==> src/rtl/i2c_hold_qual_pkg.sv <==
package i2c_hold_qual_pkg;
    localparam int HQ_LEN_W  = 7;
    localparam int HQ_CNT_W  = HQ_LEN_W + 1;
    localparam int HQ_EN_BIT = 7;

    typedef enum logic [1:0] {
        HQ_IDLE       = 2'd0,
        HQ_START_CAND = 2'd1,
        HQ_STOP_CAND  = 2'd2
    } hq_state_e;
endpackage

==> src/rtl/hq_line_sync.sv <==
module hq_line_sync #(
    parameter int LINES  = 2,
    parameter int STAGES = 2
) (
    input  logic             clk_i,
    input  logic             rst_ni,
    input  logic [LINES-1:0] raw_i,
    output logic [LINES-1:0] sync_o
);
    for (genvar g = 0; g < LINES; g++) begin : g_line
        logic [STAGES-1:0] chain_q;
        always_ff @(posedge clk_i or negedge rst_ni) begin
            if (!rst_ni) chain_q <= '1;
            else         chain_q <= {chain_q[STAGES-2:0], raw_i[g]};
        end
        assign sync_o[g] = chain_q[STAGES-1];
    end
endmodule

==> src/rtl/hq_tick_gen.sv <==
module hq_tick_gen #(
    parameter int DIV = 2
) (
    input  logic clk_i,
    input  logic rst_ni,
    output logic tick_o
);
    localparam int CW = (DIV > 1) ? $clog2(DIV) : 1;
    localparam logic [CW-1:0] LAST = CW'(DIV - 1);

    logic [CW-1:0] div_q;

    always_ff @(posedge clk_i or negedge rst_ni) begin
        if (!rst_ni)            div_q <= '0;
        else if (div_q == LAST) div_q <= '0;
        else                    div_q <= div_q + CW'(1);
    end

    assign tick_o = (div_q == LAST);

    // Ticks are isolated: sampling runs at a fraction of the system clock
    p_tick_isolated_r3: assert property (@(posedge clk_i) disable iff (!rst_ni)
        tick_o |=> !tick_o);
endmodule

==> src/rtl/hq_cond_fsm.sv <==
module hq_cond_fsm
    import i2c_hold_qual_pkg::*;
(
    input  logic                clk_i,
    input  logic                rst_ni,
    input  logic                tick_i,
    input  logic                scl_i,
    input  logic                sda_i,
    input  logic                cfg_en_i,
    input  logic [HQ_LEN_W-1:0] cfg_len_i,
    output logic                start_o,
    output logic                stop_o
);
    hq_state_e           st_q, st_n;
    logic [HQ_CNT_W-1:0] cnt_q, cnt_n;
    logic [HQ_CNT_W-1:0] need_q, need_n;
    logic                sda_prev_q;
    logic                start_f, stop_f;

    logic [HQ_CNT_W-1:0] need_now;
    logic                fall_hit, rise_hit, one_shot;
    logic [HQ_CNT_W-1:0] cnt_inc;

    // Length picked up when a candidate opens
    assign need_now = cfg_en_i ? ({1'b0, cfg_len_i} + HQ_CNT_W'(1)) : HQ_CNT_W'(1);
    assign fall_hit = tick_i && scl_i && sda_prev_q && !sda_i;
    assign rise_hit = tick_i && scl_i && !sda_prev_q && sda_i;
    assign one_shot = (need_now == HQ_CNT_W'(1));
    assign cnt_inc  = cnt_q + HQ_CNT_W'(1);

    // State register process
    always_ff @(posedge clk_i or negedge rst_ni) begin
        if (!rst_ni) begin
            st_q       <= HQ_IDLE;
            cnt_q      <= '0;
            need_q     <= HQ_CNT_W'(1);
            sda_prev_q <= 1'b1;
        end else begin
            st_q   <= st_n;
            cnt_q  <= cnt_n;
            need_q <= need_n;
            if (tick_i) sda_prev_q <= sda_i;
        end
    end

    // Next-state logic
    always_comb begin
        st_n    = st_q;
        cnt_n   = cnt_q;
        need_n  = need_q;
        start_f = 1'b0;
        stop_f  = 1'b0;
        unique case (st_q)
            HQ_IDLE: begin
                if (fall_hit) begin
                    if (one_shot) start_f = 1'b1;
                    else begin
                        st_n   = HQ_START_CAND;
                        cnt_n  = HQ_CNT_W'(1);
                        need_n = need_now;
                    end
                end else if (rise_hit) begin
                    if (one_shot) stop_f = 1'b1;
                    else begin
                        st_n   = HQ_STOP_CAND;
                        cnt_n  = HQ_CNT_W'(1);
                        need_n = need_now;
                    end
                end
            end
            HQ_START_CAND: begin
                if (tick_i) begin
                    if (rise_hit) begin
                        // flip: the opposite edge opens a STOP candidate
                        if (one_shot) begin
                            stop_f = 1'b1;
                            st_n   = HQ_IDLE;
                        end else begin
                            st_n   = HQ_STOP_CAND;
                            cnt_n  = HQ_CNT_W'(1);
                            need_n = need_now;
                        end
                    end else if (!scl_i) begin
                        st_n = HQ_IDLE;
                    end else if (cnt_inc == need_q) begin
                        start_f = 1'b1;
                        st_n    = HQ_IDLE;
                    end else begin
                        cnt_n = cnt_inc;
                    end
                end
            end
            HQ_STOP_CAND: begin
                if (tick_i) begin
                    if (fall_hit) begin
                        if (one_shot) begin
                            start_f = 1'b1;
                            st_n    = HQ_IDLE;
                        end else begin
                            st_n   = HQ_START_CAND;
                            cnt_n  = HQ_CNT_W'(1);
                            need_n = need_now;
                        end
                    end else if (!scl_i) begin
                        st_n = HQ_IDLE;
                    end else if (cnt_inc == need_q) begin
                        stop_f = 1'b1;
                        st_n   = HQ_IDLE;
                    end else begin
                        cnt_n = cnt_inc;
                    end
                end
            end
            default: st_n = HQ_IDLE;
        endcase
    end

    // Output process
    always_ff @(posedge clk_i or negedge rst_ni) begin
        if (!rst_ni) begin
            start_o <= 1'b0;
            stop_o  <= 1'b0;
        end else begin
            start_o <= start_f;
            stop_o  <= stop_f;
        end
    end

    p_cnt_below_need_r3: assert property (@(posedge clk_i) disable iff (!rst_ni)
        (st_q != HQ_IDLE) |-> (cnt_q < need_q));

    p_need_frozen_start_r9: assert property (@(posedge clk_i) disable iff (!rst_ni)
        ((st_q == HQ_START_CAND) && ($past(st_q) == HQ_START_CAND)) |-> $stable(need_q));

    p_need_frozen_stop_r9: assert property (@(posedge clk_i) disable iff (!rst_ni)
        ((st_q == HQ_STOP_CAND) && ($past(st_q) == HQ_STOP_CAND)) |-> $stable(need_q));

    p_abort_on_scl_low_r6: assert property (@(posedge clk_i) disable iff (!rst_ni)
        ((st_q != HQ_IDLE) && tick_i && !scl_i) |=> (st_q == HQ_IDLE) && !start_o && !stop_o);

    p_start_single_r7: assert property (@(posedge clk_i) disable iff (!rst_ni)
        start_o |=> !start_o);

    p_stop_single_r7: assert property (@(posedge clk_i) disable iff (!rst_ni)
        stop_o |=> !stop_o);
endmodule

==> src/rtl/i2c_hold_qual.sv <==
module i2c_hold_qual
    import i2c_hold_qual_pkg::*;
#(
    parameter int SYNC_STAGES = 2,
    parameter int TICK_DIV    = 2
) (
    input  logic       clk_i,
    input  logic       rst_ni,
    input  logic       scl_i,
    input  logic       sda_i,
    input  logic       setup_we_i,
    input  logic [7:0] setup_wdata_i,
    input  logic       addr_we_i,
    input  logic [7:0] addr_wdata_i,
    output logic [6:0] own_addr_o,
    output logic       start_o,
    output logic       stop_o,
    output logic       busy_o
);
    logic [7:0] setup_q;
    logic [6:0] addr_q;
    logic       busy_q;
    logic [1:0] lines_s;
    logic       tick;
    logic       unused_addr_lsb;

    assign unused_addr_lsb = addr_wdata_i[0];

    always_ff @(posedge clk_i or negedge rst_ni) begin
        if (!rst_ni) begin
            setup_q <= 8'h00;
            addr_q  <= '0;
        end else begin
            if (setup_we_i) setup_q <= setup_wdata_i;
            if (addr_we_i)  addr_q  <= addr_wdata_i[7:1];
        end
    end
    assign own_addr_o = addr_q;

    hq_line_sync #(.LINES(2), .STAGES(SYNC_STAGES)) u_sync (
        .clk_i  (clk_i),
        .rst_ni (rst_ni),
        .raw_i  ({scl_i, sda_i}),
        .sync_o (lines_s)
    );

    hq_tick_gen #(.DIV(TICK_DIV)) u_tick (
        .clk_i  (clk_i),
        .rst_ni (rst_ni),
        .tick_o (tick)
    );

    hq_cond_fsm u_fsm (
        .clk_i     (clk_i),
        .rst_ni    (rst_ni),
        .tick_i    (tick),
        .scl_i     (lines_s[1]),
        .sda_i     (lines_s[0]),
        .cfg_en_i  (setup_q[HQ_EN_BIT]),
        .cfg_len_i (setup_q[HQ_LEN_W-1:0]),
        .start_o   (start_o),
        .stop_o    (stop_o)
    );

    always_ff @(posedge clk_i or negedge rst_ni) begin
        if (!rst_ni)      busy_q <= 1'b0;
        else if (start_o) busy_q <= 1'b1;
        else if (stop_o)  busy_q <= 1'b0;
    end
    assign busy_o = busy_q;

    p_no_overlap_r7: assert property (@(posedge clk_i) disable iff (!rst_ni)
        !(start_o && stop_o));

    p_busy_set_r8: assert property (@(posedge clk_i) disable iff (!rst_ni)
        start_o |=> busy_o);

    p_busy_clear_r8: assert property (@(posedge clk_i) disable iff (!rst_ni)
        stop_o |=> !busy_o);

    p_addr_write_r10: assert property (@(posedge clk_i) disable iff (!rst_ni)
        addr_we_i |=> (own_addr_o == $past(addr_wdata_i[7:1])));
endmodule

==> config.mk <==
export PLATFORM = sky130hd
export DESIGN_NAME = i2c_hold_qual
export DESIGN_NICKNAME = d
export VERILOG_FILES = /design/src/rtl/i2c_hold_qual_pkg.sv /design/src/rtl/hq_line_sync.sv /design/src/rtl/hq_tick_gen.sv /design/src/rtl/hq_cond_fsm.sv /design/src/rtl/i2c_hold_qual.sv
export SDC_FILE = /design/constraint.sdc
export NUM_CORES = 1
export LEC_CHECK = 0
export BUFFER_PORTS_ARGS = -buffer_cell sky130_fd_sc_hd__buf_2
export CAP_MARGIN = 20
export CORE_UTILIZATION = 40
export CTS_BUF_LIST = sky130_fd_sc_hd__clkbuf_4
export DETAILED_ROUTE_END_ITERATION = 7
export REMOVE_ABC_BUFFERS = 1
export SYNTH_ARGS = -nofsm -noshare
export SYNTH_HDL_FRONTEND = slang
export SYNTH_SLANG_ARGS = --single-unit
==> constraint.sdc <==
create_clock -name clk_i -period 2.3 [get_ports clk_i]
set_clock_uncertainty 0.2 [all_clocks]
set_input_delay 0.23 -clock clk_i [delete_from_list [all_inputs] [get_ports clk_i]]
set_output_delay 0.23 -clock clk_i [all_outputs]
set_load 0.02 [all_outputs]
==> impl_results.md <==
* Outcome: complete, but fails checks
* Failing checks: setup timing
* Pwr Total at 3.599 mW
* Max VDD drop at 0.5001 mV
* Worst setup EP type: flip-flop
* Most used flip-flop cell after synthesis: dfrtp_1
* CP max-delay cell: dfrtp_1
* Crit Path Category: reg -> reg
* Ranking of synthesized cells by area: dfrtp_1 (37%), mux2_2 (6.9%), dfstp_2 (6.5%)
* Hold crit path type: in -> reg
* PortBufs at 30
* Reg2reg setup slack at -0.12 ns
* Fillers at just over 500
* Synthesized flop and latch total at 42
* Largest net degree at the start of global routing at 43
* Synth Warn # at 0
* Vias in the first global route at 2165
* Register area share after synthesis at 43.43%
* Final nets at between 300 and 400
* Ys async rst share at 100.0%
* Total GRT Usage at approximately a fifth
* Gate Count Post-Synth at 233
* Routed len/inst at roughly 15 um
* Clk sinks at 42
* Clk_lat worst skew at 0.35 ns
* Starting DRC count in detailed routing at 138
* CP max stage delay at just under 0.4 ns
* Tcrit/Tclk final at 105.2%
* Die footprint at ~6400 um2
* H-tree levels at 2
* Hold Startpoint: setup_we_i
* Most frequent cell after synthesis: dfrtp_1
* Final-report setup violation count at 6
* Post-synth top cells: dfrtp_1 (36), mux2_2 (15), nand3_1 (15), o211ai_1 (15)
* Initial antenna violation count at 0
* RSZ-0062 raised after global routing: yes
* Placer's final routability congestion estimate at about 0.87
* Cell taking the most area after synthesis: dfrtp_1
* DRC errors left at 0
* Max Transition Viols Final at 0
* Root buf cell: clkbuf_4
* Hold depth at 2
* Num ports at 32
* Core area at 5886 um2
* Synth cell types at 51
* CP required at ~2.3 ns
* CTS Buf Count at 5
* Finished Layout Cells at 415
* LEAKAGE at approximately 1.6 nW
* Mean post-synth cell area at between 10 and 15 um2
* Chip height at 80.06 um
* Global route overflow at 0
* Post-DRT Antenna Nets at 0
* Area growth from synthesis to layout at 44.25%
* Antenna diodes at 0
* Post-synth EDFFs at 0
* Max Freq at around 410 MHz
* Hold Crit Endpoint: setup_q[7]
* TritonCTS clock tree: done
* Fin crit period at 2.419 ns
* Share of cells above drive strength 1 at 46.18%
* Reg-to-Reg Start: u_fsm.cnt_q[0]
* Worst Path Arrival at 2.46 ns
* Global-route wire length before repair at 9998 um
* Reg clk slew, reported paths at 0.13 ns
* Maxcap violations at 0
* Top cell type's share of synthesized area at 36.96%
* # rows at 28
* Vias at 2245
* Headroom to the max-slew limit at 64.41%
* Final HPWL DP at 4225 um
* Hold Fails Final Rpt at 0
* R2r endpoint: u_fsm.st_q[1]
* Crit-path max FO at 3
* Clock Path Buffers at 2
* Post-Place Cells at between 300 and 400
* Final WL at ~6100 um
* Mapped Area at 2437 um2
* Startpoint types: flip-flop
* Slew @ Worst Pin at 0.5339 ns
* Critical Path Most Common Cell: buf_6
* Worst path cell trace: ha_2, buf_6, nand3_4, nor3_4, a31oi_4, o41ai_4, buf_4, buf_6, nor4b_2, or3_1
* Setup WS post-layout at -0.1188 ns
* DIE WIDTH at 80.06 um
* Drt first pass iters at 4
* Initial core utilization at 41.41%
* PwrDens at 1024 nW/um2
* Vias/cell at roughly 5.4
* FF-to-FF path depth at 10
-- power by group --
| group | total (mW) | internal, mW | leakage (nW) | switching, mW |
|---|---|---|---|---|
| sequential | 1.01 | 0.885 | 0.512 | 0.125 |
| clock | 0.495 | 0.241 | 0.0419 | 0.254 |
| combinational | 2.09 | 1.06 | 1.01 | 1.04 |
| total | 3.60 | 2.19 | 1.56 | 1.41 |
-- worst max path at each step --
stage / startpoint / endpoint / slack [ns]
floorplan: u_fsm.cnt_q[0] / u_fsm.st_q[1] / -0.32
global placement: u_fsm.cnt_q[0] / u_fsm.cnt_q[4] / -0.23
detailed placement: u_fsm.cnt_q[0] / u_fsm.cnt_q[4] / -0.25
CTS: u_fsm.cnt_q[1] / u_fsm.cnt_q[2] / -0.10
global route: u_fsm.cnt_q[0] / u_fsm.st_q[1] / -0.21
finish: u_fsm.cnt_q[0] / u_fsm.st_q[1] / -0.12
-- layer usage --
| layer | vias up | track usage, % | share of wire (%) |
|---|---|---|---|
| met1 | 1071 | 25.95 | 44 |
| li1 | 1091 | - | - |
| met4 | 0 | 5.000 | 0.34 |
| met3 | 3 | 3.636 | 5.1 |
| met5 | - | 0 | 0 |
| met2 | 80 | 35.38 | 50 |
-- kinds of logic after synthesis --
group,count (synthesis),share of synthesized area (%)
XOR/XNOR,14,5.031
AND/OR/NAND/NOR,76,17.25
adder cells (fa/ha/maj),7,3.593
flip-flops,42,43.43
multiplexers,15,6.930
buffers and inverters,21,4.466
AO/OA/AOI/OAI,58,19.30
-- state kept, by name (all words and copies together) (netlist names) --
name	flops
setup_q	8
u_fsm.cnt_q	8
u_fsm.need_q	8
own_addr_o	7
u_sync.g_line.chain_q	4
u_fsm.st_q	2
busy_o	1
u_fsm.sda_prev_q	1
u_fsm.start_o	1
u_fsm.stop_o	1
u_tick.tick_o	1
-- layout make-up --
class | count | area [um2] | share of cell area, %
multi-input combinational | 170 | 1430 | 40.68
sequential | 42 | 1061 | 30.18
timing repair buffer | 107 | 799.5 | 22.74
tap | 75 | 93.84 | 2.669
inverter | 13 | 48.80 | 1.388
clock buffer | 6 | 45.04 | 1.281
clock inverter | 2 | 37.54 | 1.068
-- timing repair --
| item | 4_1_cts | 5_1_grt |
|---|---|---|
| endpoints found under the setup margin | 10 | 19 |
| buffers inserted | 4 | 6 |
| hold buffers | 18 | 0 |
| resized for setup | 17 | 27 |
| pin swaps | 17 | 10 |
| endpoints found under the hold margin | 53 | 0 |
-- metrics by stage --
step	TNS [ns]	setup slack, ns	hold slack, ns	instance area [um2]	util [%]
final	-0.4315	-0.1188	0.02666	3516	59.74
after global routing	-1.280	-0.2078	0.02691	3516	59.74
after CTS	-0.4941	-0.1039	0.008564	3353	56.97
after detailed placement	-1.547	-0.2521	0.1362	2997	50.91
after global placement	-1.368	-0.2294	0.1353	2997	50.91
after floorplan	-2.984	-0.3216	-0.2656	2377	-
-- cells in the final DEF, fill, tap and decap left out, drive strengths merged, types with 5 or more instances in the layout --
| master | instances |
|---|---|
| dlygate4sd3 | 18 |
| mux2 | 15 |
| nor2 | 12 |
| nand3 | 16 |
| clkbuf | 6 |
| dfstp | 6 |
| buf | 89 |
| and3 | 6 |
| o211ai | 15 |
| xnor2 | 11 |
| ha | 7 |
| nor3 | 5 |
| o21ai | 7 |
| or4 | 7 |
| inv | 13 |
| nand2 | 13 |
| a22o | 9 |
| dfrtp | 36 |
-- critical path, delay by kind of cell (launching register included) --
kind,cells,cell delay [ns]
AND/OR/NAND/NOR,4,0.65
buffers and inverters,3,0.41
adder cells (fa/ha/maj),1,0.22
AO/OA/AOI/OAI,2,0.43
flip-flops,1,0.39
Note: power is estimated with default switching activity, not from simulation.
